### config.mk
export PLATFORM = sky130hd
export DESIGN_NAME = scsi_dma_regs
export DESIGN_NICKNAME = d
export VERILOG_FILES = /design/src/rtl/scsi_dma_pkg.sv /design/src/rtl/scsi_dma_ctrl.sv /design/src/rtl/scsi_dma_datapath.sv /design/src/rtl/scsi_dma_regs.sv
export SDC_FILE = /design/constraint.sdc
export NUM_CORES = 1
export LEC_CHECK = 0
export BUFFER_PORTS_ARGS = -buffer_cell sky130_fd_sc_hd__buf_2
export CORE_MARGIN = 4
export CORE_UTILIZATION = 25
export DETAILED_ROUTE_END_ITERATION = 12
export PLACE_DENSITY_LB_ADDON = 0.15
export SLEW_MARGIN = 5
export SYNTH_ARGS = -nofsm -noshare
export SYNTH_HDL_FRONTEND = slang
export SYNTH_HIERARCHICAL = 1
export SYNTH_SLANG_ARGS = --single-unit
### constraint.sdc
create_clock -name clk -period 5.9 [get_ports clk]
set_input_delay 1.18 -clock clk [delete_from_list [all_inputs] [get_ports clk]]
set_output_delay 1.18 -clock clk [all_outputs]
set_load 0.03 [all_outputs]
### src/rtl/scsi_dma_pkg.sv
package scsi_dma_pkg;
  localparam int IDX_W = 3;
  localparam int ST_W  = 3;  // stored status: [0]=error(bit1), [1]=abort(bit2), [2]=done(bit3)

  localparam logic [IDX_W-1:0] IDX_CMD    = 3'd0;
  localparam logic [IDX_W-1:0] IDX_ST_CNT = 3'd1;
  localparam logic [IDX_W-1:0] IDX_ST_ADR = 3'd2;
  localparam logic [IDX_W-1:0] IDX_WK_CNT = 3'd3;
  localparam logic [IDX_W-1:0] IDX_WK_ADR = 3'd4;
  localparam logic [IDX_W-1:0] IDX_STATUS = 3'd5;
  localparam logic [IDX_W-1:0] IDX_ST_MDL = 3'd6;
  localparam logic [IDX_W-1:0] IDX_WK_MDL = 3'd7;

  localparam int CMD_DIR_BIT   = 7;
  localparam int CMD_IEDONE    = 6;
  localparam int CMD_IECORE    = 5;

  typedef enum logic [1:0] {
    OP_IDLE  = 2'd0,
    OP_BLAST = 2'd1,
    OP_ABORT = 2'd2,
    OP_START = 2'd3
  } dmaOp_e;

  typedef struct packed {
    logic            cmdWr;
    logic            startGo;
    logic            abortGo;
    logic            stCntWr;
    logic            stAdrWr;
    logic            stMdlWr;
    logic [ST_W-1:0] statClr;
    logic            xferGo;
    logic            xferBad;
  } dmaStrobe_t;
endpackage

### src/rtl/scsi_dma_ctrl.sv
module scsi_dma_ctrl
  import scsi_dma_pkg::*;
(
  input  logic             clk,
  input  logic             rstN,
  input  logic             regWrEn,
  input  logic             regRdEn,
  input  logic [IDX_W-1:0] regIdx,
  input  logic [3:0]       wrLow,
  input  logic             rdClearMode,
  input  logic             xferReq,
  input  logic             xferToMem,
  input  logic             cmdDir,
  output dmaStrobe_t       strb,
  output logic             dmaEnable
);
  dmaOp_e op;
  logic   cmdHit;

  assign op     = dmaOp_e'(wrLow[1:0]);
  assign cmdHit = regWrEn && (regIdx == IDX_CMD);

  always_comb begin
    strb         = '0;
    strb.cmdWr   = cmdHit;
    strb.startGo = cmdHit && (op == OP_START);
    strb.abortGo = cmdHit && (op == OP_ABORT);
    strb.stCntWr = regWrEn && (regIdx == IDX_ST_CNT);
    strb.stAdrWr = regWrEn && (regIdx == IDX_ST_ADR);
    strb.stMdlWr = regWrEn && (regIdx == IDX_ST_MDL);
    if (rdClearMode) begin
      if (regRdEn && (regIdx == IDX_STATUS)) strb.statClr = '1;
    end else begin
      if (regWrEn && (regIdx == IDX_STATUS)) strb.statClr = wrLow[3:1];
    end
    strb.xferGo  = xferReq && (xferToMem == cmdDir);
    strb.xferBad = xferReq && (xferToMem != cmdDir);
  end

  always_ff @(posedge clk) begin
    if (!rstN) dmaEnable <= 1'b0;
    else if (cmdHit && (op == OP_START)) dmaEnable <= 1'b1;
    else if (cmdHit && (op == OP_IDLE))  dmaEnable <= 1'b0;
  end
endmodule

### src/rtl/scsi_dma_datapath.sv
module scsi_dma_datapath
  import scsi_dma_pkg::*;
#(
  parameter int DATA_W = 32
) (
  input  logic              clk,
  input  logic              rstN,
  input  dmaStrobe_t        strb,
  input  logic [IDX_W-1:0]  regIdx,
  input  logic [DATA_W-1:0] regWrData,
  input  logic [DATA_W-1:0] xferLen,
  input  logic              coreIrq,
  input  logic              cmdDone,
  output logic [DATA_W-1:0] regRdData,
  output logic [DATA_W-1:0] xferGrantLen,
  output logic [DATA_W-1:0] cmdReg,
  output logic [DATA_W-1:0] workCnt,
  output logic [ST_W-1:0]   statusBits,
  output logic              irqOut
);
  localparam logic [DATA_W-1:0] WK_ADR_RST = '1;
  localparam logic [DATA_W-1:0] WK_MDL_RST = ~DATA_W'(2);

  logic [DATA_W-1:0] startCnt, startAdr, startMdl, workAdr, workMdl, grant;
  logic [ST_W-1:0]   statNext;

  assign grant        = (xferLen < workCnt) ? xferLen : workCnt;
  assign xferGrantLen = strb.xferGo ? grant : '0;

  always_comb begin
    statNext = strb.startGo ? '0 : statusBits;
    statNext = statNext & ~strb.statClr;
    if (strb.xferBad) statNext[0] = 1'b1;
    if (strb.abortGo) statNext[1] = 1'b1;
    if (cmdDone)      statNext[2] = 1'b1;
  end

  always_ff @(posedge clk) begin
    if (!rstN) begin
      cmdReg     <= '0;
      startCnt   <= '0;
      startAdr   <= '0;
      startMdl   <= '0;
      workCnt    <= '0;
      workAdr    <= WK_ADR_RST;
      workMdl    <= WK_MDL_RST;
      statusBits <= '0;
    end else begin
      if (strb.cmdWr)   cmdReg   <= regWrData;
      if (strb.stCntWr) startCnt <= regWrData;
      if (strb.stAdrWr) startAdr <= regWrData;
      if (strb.stMdlWr) startMdl <= regWrData;
      if (strb.startGo)     workCnt <= startCnt;
      else if (cmdDone)     workCnt <= '0;
      else if (strb.xferGo) workCnt <= workCnt - grant;
      if (strb.startGo)     workAdr <= startAdr;
      else if (strb.xferGo) workAdr <= workAdr + grant;
      if (strb.startGo) workMdl <= startMdl;
      statusBits <= statNext;
    end
  end

  always_comb begin
    regRdData = '0;
    case (regIdx)
      IDX_CMD:    regRdData = cmdReg;
      IDX_ST_CNT: regRdData = startCnt;
      IDX_ST_ADR: regRdData = startAdr;
      IDX_WK_CNT: regRdData = workCnt;
      IDX_WK_ADR: regRdData = workAdr;
      IDX_STATUS: regRdData = DATA_W'({coreIrq, statusBits, 1'b0});
      IDX_ST_MDL: regRdData = startMdl;
      default:    regRdData = workMdl;
    endcase
  end

  assign irqOut = (statusBits[2] && cmdReg[CMD_IEDONE]) || (coreIrq && cmdReg[CMD_IECORE]);
endmodule

### src/rtl/scsi_dma_regs.sv
module scsi_dma_regs
  import scsi_dma_pkg::*;
#(
  parameter int DATA_W = 32
) (
  input  logic              clk,
  input  logic              rstN,
  input  logic              regWrEn,
  input  logic              regRdEn,
  input  logic [IDX_W-1:0]  regIdx,
  input  logic [DATA_W-1:0] regWrData,
  output logic [DATA_W-1:0] regRdData,
  input  logic              rdClearMode,
  input  logic              xferReq,
  input  logic              xferToMem,
  input  logic [DATA_W-1:0] xferLen,
  output logic              xferAccept,
  output logic [DATA_W-1:0] xferGrantLen,
  input  logic              coreIrq,
  input  logic              cmdDone,
  output logic              dmaEnable,
  output logic              abortReq,
  output logic              irqOut
);
  dmaStrobe_t        strb;
  logic [DATA_W-1:0] cmdReg, workCnt;
  logic [ST_W-1:0]   statusBits;
  logic              cmdDir;

  assign cmdDir     = cmdReg[CMD_DIR_BIT];
  assign xferAccept = strb.xferGo;
  assign abortReq   = strb.abortGo;

  scsi_dma_ctrl uCtrl (
    .clk(clk), .rstN(rstN), .regWrEn(regWrEn), .regRdEn(regRdEn), .regIdx(regIdx),
    .wrLow(regWrData[3:0]), .rdClearMode(rdClearMode), .xferReq(xferReq),
    .xferToMem(xferToMem), .cmdDir(cmdDir), .strb(strb), .dmaEnable(dmaEnable)
  );

  scsi_dma_datapath #(.DATA_W(DATA_W)) uDp (
    .clk(clk), .rstN(rstN), .strb(strb), .regIdx(regIdx), .regWrData(regWrData),
    .xferLen(xferLen), .coreIrq(coreIrq), .cmdDone(cmdDone), .regRdData(regRdData),
    .xferGrantLen(xferGrantLen), .cmdReg(cmdReg), .workCnt(workCnt),
    .statusBits(statusBits), .irqOut(irqOut)
  );
endmodule

# Word level (Yosys, flattened, before mapping)
# Index checks and enable logic that the tools add are counted.
# classes
n_lt_le_gt_ge	1
muxes	17
eq_ne	10
add_sub_neg	2
n_bitwise	2
n_reduce_logical	19
# op_table
op	count
2-to-1 mux 32 bit	7
one-hot mux 32 bit (7 select lines)	1
adder 32 bit	1
less-than comparator 32 bit	1
subtractor 32 bit	1
logical AND 1 bit	13
2-to-1 mux 3 bit	4
== test 3 bit (second input constant)	3
== test 3 x 2 -> 1 bit (second input constant)	2
2-to-1 mux 1 bit	5
== test 2 bit (second input constant)	2
nonzero test 2 bit	2
AND 3 bit	1
== test 3 x 1 -> 1 bit (second input constant)	1
logical NOT 3 bit	1
NOT 3 bit	1
nonzero test 3 bit	1
logical NOT 2 bit	1
== test 1 bit	1
logical OR 1 bit	1
!= test 1 bit	1
# totals
output_inout_bits	68
ff_bits	228

# Logic depth before layout (Yosys ltp)
# depth
word_depth	7
depth_mapped	24
depth_no_buf	22

# Hierarchy
# Netlist, hierarchy kept.
# modules_own_cells
module	cells_per_inst	n_inst	area_each_um2	seq_area_each_um2
scsi_dma_datapath	1814	1	15028.2	4544.4
scsi_dma_ctrl	24	1	190.2	20.0

# Least setup slack after synthesis
# OpenSTA, ideal clock, no wires.
# synth_timing
path_kind	input-to-reg
startpoint	in xferLen[19]
endpoint	reg uDp.workAdr[31]
required_ns	5.809
slack_ns	0.303
n_path_buf	2
t_arrival_ns	5.506
setup_time_ns	0.091
cell_stages	22
cell_sequence	ha_1 > a21oi_1 > o21ai_0 > a221oi_1 > o2111ai_1 > a21oi_1 > buf_2 > clkbuf_1 > nor2_1 > a21oi_1 > inv_1 > ha_1 > a211oi_2 > nor2_2 > o31ai_4 > o211ai_2 > a211oi_4 > nor4_1 > or3_1 > a22oi_1 > mux2i_1 > a311oi_1
# synth_via
elab_chain_cells	5
# synth_rtl
item	line	text
from (decl)	scsi_dma_regs.sv:16	input logic [DATA_W-1:0] xferLen,
less-than comparator 32 bit	scsi_dma_datapath.sv:27	assign grant = (xferLen < workCnt) ? xferLen : workCnt;
2-to-1 mux 32 bit *	scsi_dma_datapath.sv:27	
adder 32 bit *	scsi_dma_datapath.sv:57	else if (strb.xferGo) workAdr <= workAdr + grant;
2-to-1 mux 32 bit *	scsi_dma_datapath.sv:57	
2-to-1 mux 32 bit *	scsi_dma_datapath.sv:56	if (strb.startGo) workAdr <= startAdr;
to (signal assigned)	scsi_dma_datapath.sv:56	
to (signal assigned)	scsi_dma_datapath.sv:57	
to (decl)	scsi_dma_datapath.sv:24	logic [DATA_W-1:0] startCnt, startAdr, startMdl, workAdr, workMdl, grant;
# Every way passes the cells marked *; elsewhere a longest branch is shown, timed or not. The select of a mux whose other input is x is not followed.
# A chain may end at the register's enable or synchronous reset.

# Worst setup path after layout
# layout_timing
startpoint	in xferLen[19]
endpoint	reg uDp.workCnt[28]
# layout_via
elab_chain_cells	6
# layout_rtl
item	line	text
less-than comparator 32 bit	scsi_dma_datapath.sv:27	
2-to-1 mux 32 bit *	scsi_dma_datapath.sv:27	
subtractor 32 bit *	scsi_dma_datapath.sv:55	else if (strb.xferGo) workCnt <= workCnt - grant;
2-to-1 mux 32 bit *	scsi_dma_datapath.sv:55	
2-to-1 mux 32 bit *	scsi_dma_datapath.sv:54	else if (cmdDone) workCnt <= '0;
2-to-1 mux 32 bit *	scsi_dma_datapath.sv:53	if (strb.startGo) workCnt <= startCnt;
to (signal assigned)	scsi_dma_datapath.sv:53	
to (signal assigned)	scsi_dma_datapath.sv:55	
to (decl)	scsi_dma_datapath.sv:17	output logic [DATA_W-1:0] workCnt,
# Marked as above.

==> flow_summary.yaml <==
timing:
  fmax_ghz: 0.183
  timing.final.crit_share_pct: 92.8
  worst_clock_skew_ns: 0.00936
  holdWs_ns: 0.466
  final-max-slew-violation-count: 0
  rsz0062_at_grt: "no"
  worst_pin_slew_ns: 1.00
  hold_viol: 0
  slew-limit-headroom_pct: 32.6
  layout_min_cycle_time_ns: 5.48
  setup_viol: 0
  postLayoutSetupSlackWorst_ns: 0.423
synthesis:
  synth_cell_types: 83
  synth_flop_cell: "dfxtp_1"
  synthMuxAreaShare_pct: 15.7
  synth_edf_count: 0
  syn-num-nets: 2010
  postSynth.asyncResetShare_pct: 0
  synth-xor-area-share_pct: 2.65
  syn_inst: 1838
  synth.avg_cell_area_um2: 8.28
  netlist_area_um2: 15200
  yosys_warnings: 6
  synth-compound-area-share_pct: 20.3
  synth_adder_area_share_pct: 7.99
  ys_seq_area_share_pct: 30.0
  synthSimpleGateAreaFrac_pct: 18.4
  synth-seq-cells: 228
  synth_top_family_by_area: "compound AO/OA/AOI/OAI gates"
floorplanning:
  top_level_ports: 144
  initial_core_util_pct: 25.2
  die_w_um: 255
  dieHeight_um: 255
  core_region_area_um2: 60400
  die_area_um2: 64900
  rows: 90
power_and_ir_drop:
  p_clk_share_pct: 30.4
  p_leak_nw: 7.27
  comb_power_share_pct: 38.9
  power_density_nw_per_um2: 308
  p_seq_share_pct: 30.7
  power_switching_mw: 2.07
  p_int_mw: 3.58
  peakVddDrop_v: 0.000177
  power_mw: 5.65
  switching_share_pct: 36.6
routing:
  drt_first_pass_iters: 5
  wire_per_inst_um: 21.7
  drc: 0
  vias: 14100
  routed_via_density: 5.00
  drt_iter0_drc: 1203
  ant_nets: 0
  wl_um: 61200
cells_and_area:
  seq_area_um2: 4560
  area_delta_synth_final_pct: 20.5
  multi_input_area_um2: 9940
  fin_cells: 2817
  fillers: 6476
  nets: 2187
  drive_gt1_share_pct: 18.1
clock_network:
  ctsRootBufferMaster: "clkbuf_16"
  postCtsHoldBufs: 0
  cts_sinks: 228
  numCtsBuffers: 27
  clockBufferDepth: 3
  postCtsSetupBuffers: 0
  cts_tree: "yes"
  htree_levels: 1
  worst_skew_pair.late_latency_ns: 0.54
  path_clk_slew_ns: 0.06
place:
  dp.cells: 2768
  gp_congestion: 0.885
  dpl_worst_slack_ns: -0.193
  io_buffers: 143
  hpwl_um: 46500
critical_path:
  critPathRequiredTime_ns: 6.34
  crit_fanout: 36
  startpoint_type: "primary input"
  cp.arrival_ns: 5.92
  crit_path_end_kind: "register"
  rrSetupSlack_ns: 0.52
  crit_type: "in -> reg"
global_route:
  grt_overflow: 0
  grt_max_degree: 85
  grt_usage_pct: 18.2
  grt_pass1_wl_um: 90700
  grt_pass1_vias: 13900
  grt_antenna_before_repair: 2
hold_path:
  hold_path_class: "reg -> reg"
run:
  max_cap_violations: 0
run_status:
  status: "complete, no violations"
[registers in the layout (all words and copies together) (netlist names)]
signal	count
uDp/startCnt	32
uDp/workCnt	32
uDp/workAdr	32
uDp/startMdl	32
uDp/cmdReg	32
uDp/startAdr	32
uCtrl/dmaEnable	1
uDp/statusBits	3
uDp/workMdl	32
[cells by family (layout without fill, tap and decap cells)]
kind of cell	count (synthesis)	in the layout
buffers and inverters	202	398
flip-flops	228	228
adder cells (fa/ha/maj)	96	96
other	0	1
multiplexers	224	224
XOR/XNOR	46	46
AND/OR/NAND/NOR	570	570
AO/OA/AOI/OAI	472	472
[cells in the final DEF, fill, tap and decap left out, types with 94 or more instances in the layout]
cell type,n
buf_2,140
ha_1,94
nand2_1,161
nor2b_1,160
a21oi_1,139
mux2i_1,190
dfxtp_1,228
o21ai_0,97
nor2_1,155
buf_4,123
[worst max-delay path, cell delays in order]
cell	delay (ns)
buf_2	0.11
ha_1	0.31
a21oi_1	0.14
o21ai_0	0.09
a221oi_1	0.37
buf_4	0.18
o2111ai_1	0.14
a21oi_4	0.23
buf_4	0.37
nor2_1	0.07
a21oi_1	0.32
buf_4	0.19
ha_1	0.27
a21o_1	0.19
a211oi_1	0.31
o21bai_1	0.14
a21o_1	0.20
a2bb2oi_2	0.19
o311ai_1	0.10
a21o_1	0.22
and2_1	0.18
o2111a_1	0.23
o21a_1	0.17
[synth_stat cells (3+ instances only)]
cell | count | area, µm²
a31oi_1 | 20 | 125
o22a_1 | 5 | 43.8
a21boi_0 | 5 | 37.5
ha_1 | 94 | 1180
o21ai_1 | 5 | 25.0
a21oi_1 | 141 | 706
o41ai_1 | 3 | 26.3
xnor2_1 | 32 | 280
a32oi_1 | 3 | 26.3
o21ai_0 | 97 | 485
nand2_1 | 161 | 604
and4_1 | 4 | 35.0
a222oi_1 | 4 | 40.0
a21o_1 | 28 | 210
inv_1 | 86 | 323
and3_1 | 10 | 62.6
mux4_2 | 9 | 203
xor2_1 | 14 | 123
a41oi_1 | 4 | 35.0
o21a_1 | 20 | 150
nand3_1 | 16 | 80.1
a22oi_1 | 23 | 173
mux2i_1 | 190 | 1900
o21bai_1 | 8 | 60.1
dfxtp_1 | 228 | 4560
o31ai_1 | 4 | 30.0
nor4_1 | 3 | 18.8
o311ai_0 | 3 | 26.3
nand4_1 | 5 | 31.3
a22o_1 | 5 | 43.8
and2_1 | 8 | 50.1
a211oi_1 | 12 | 90.1
mux2_2 | 25 | 282
nor2_1 | 157 | 589
nor3b_1 | 7 | 52.6
a221oi_1 | 21 | 184
o221ai_1 | 9 | 78.8
buf_1 | 23 | 86.3
nor2b_1 | 160 | 1000
nor3_1 | 12 | 60.1
nand2b_1 | 11 | 68.8
o211ai_1 | 23 | 173
clkbuf_1 | 91 | 342
[final cells by class]
cell class                      instances  share of cell area [%]
Multi-Input combinational cell       1408                    54.2
Sequential cell                       228                    24.9
Timing Repair Buffer                  264                    8.92
Tap cell                              782                    5.34
Clock buffer                           41                    4.41
Inverter                               86                    1.76
Clock inverter                          7                   0.484
Antenna cell                            1                  0.0136
[routing by layer]
metal  vias to the layer above  routed length [µm]  global-route usage (%)
li1                       6883                   -                       -
met2                       331               25700                    27.4
met5                         -                   0                       0
met4                         0                 715                    2.74
met3                        45                3010                    2.05
met1                      6834               31800                    28.4
[final timing paths]
path | start | to | depth (start not counted)
min | uDp/workMdl[5]$_SDFFE_PN1P_ | uDp/workMdl[5]$_SDFFE_PN1P_ | 2
max reg2reg | uDp/workCnt[19]$_SDFFE_PN0P_ | uDp/workCnt[28]$_SDFFE_PN0P_ | 23
max | xferLen[19] | uDp/workCnt[28]$_SDFFE_PN0P_ | 23
min reg2reg | uDp/workMdl[5]$_SDFFE_PN1P_ | uDp/workMdl[5]$_SDFFE_PN1P_ | 2
[power by group through the flow]
stage	clock (mW)	combinational, mW	sequential (mW)
final	1.72	2.19	1.73
after global routing	1.82	2.42	1.74
after CTS	1.78	2.19	1.73
after detailed placement	0	2.17	1.76
after global placement	0	2.18	1.76
after floorplan	0	1.43	1.70
[through the flow]
stage	TNS, ns	utilization, %	instance area [µm²]
floorplan	0	-	15200
global placement	-0.291	28.9	17400
detailed placement	-1.19	28.9	17400
CTS	0	30.4	18300
global route	0	30.4	18300
finish	0	30.4	18300
[repair_timing]
| item | in CTS | in global routing |
|---|---|---|
| resized for setup | 0 | 2 |
| setup endpoints to repair | 0 | 2 |
| hold endpoints to repair | 0 | 0 |
(Power assumes the default switching activity.)
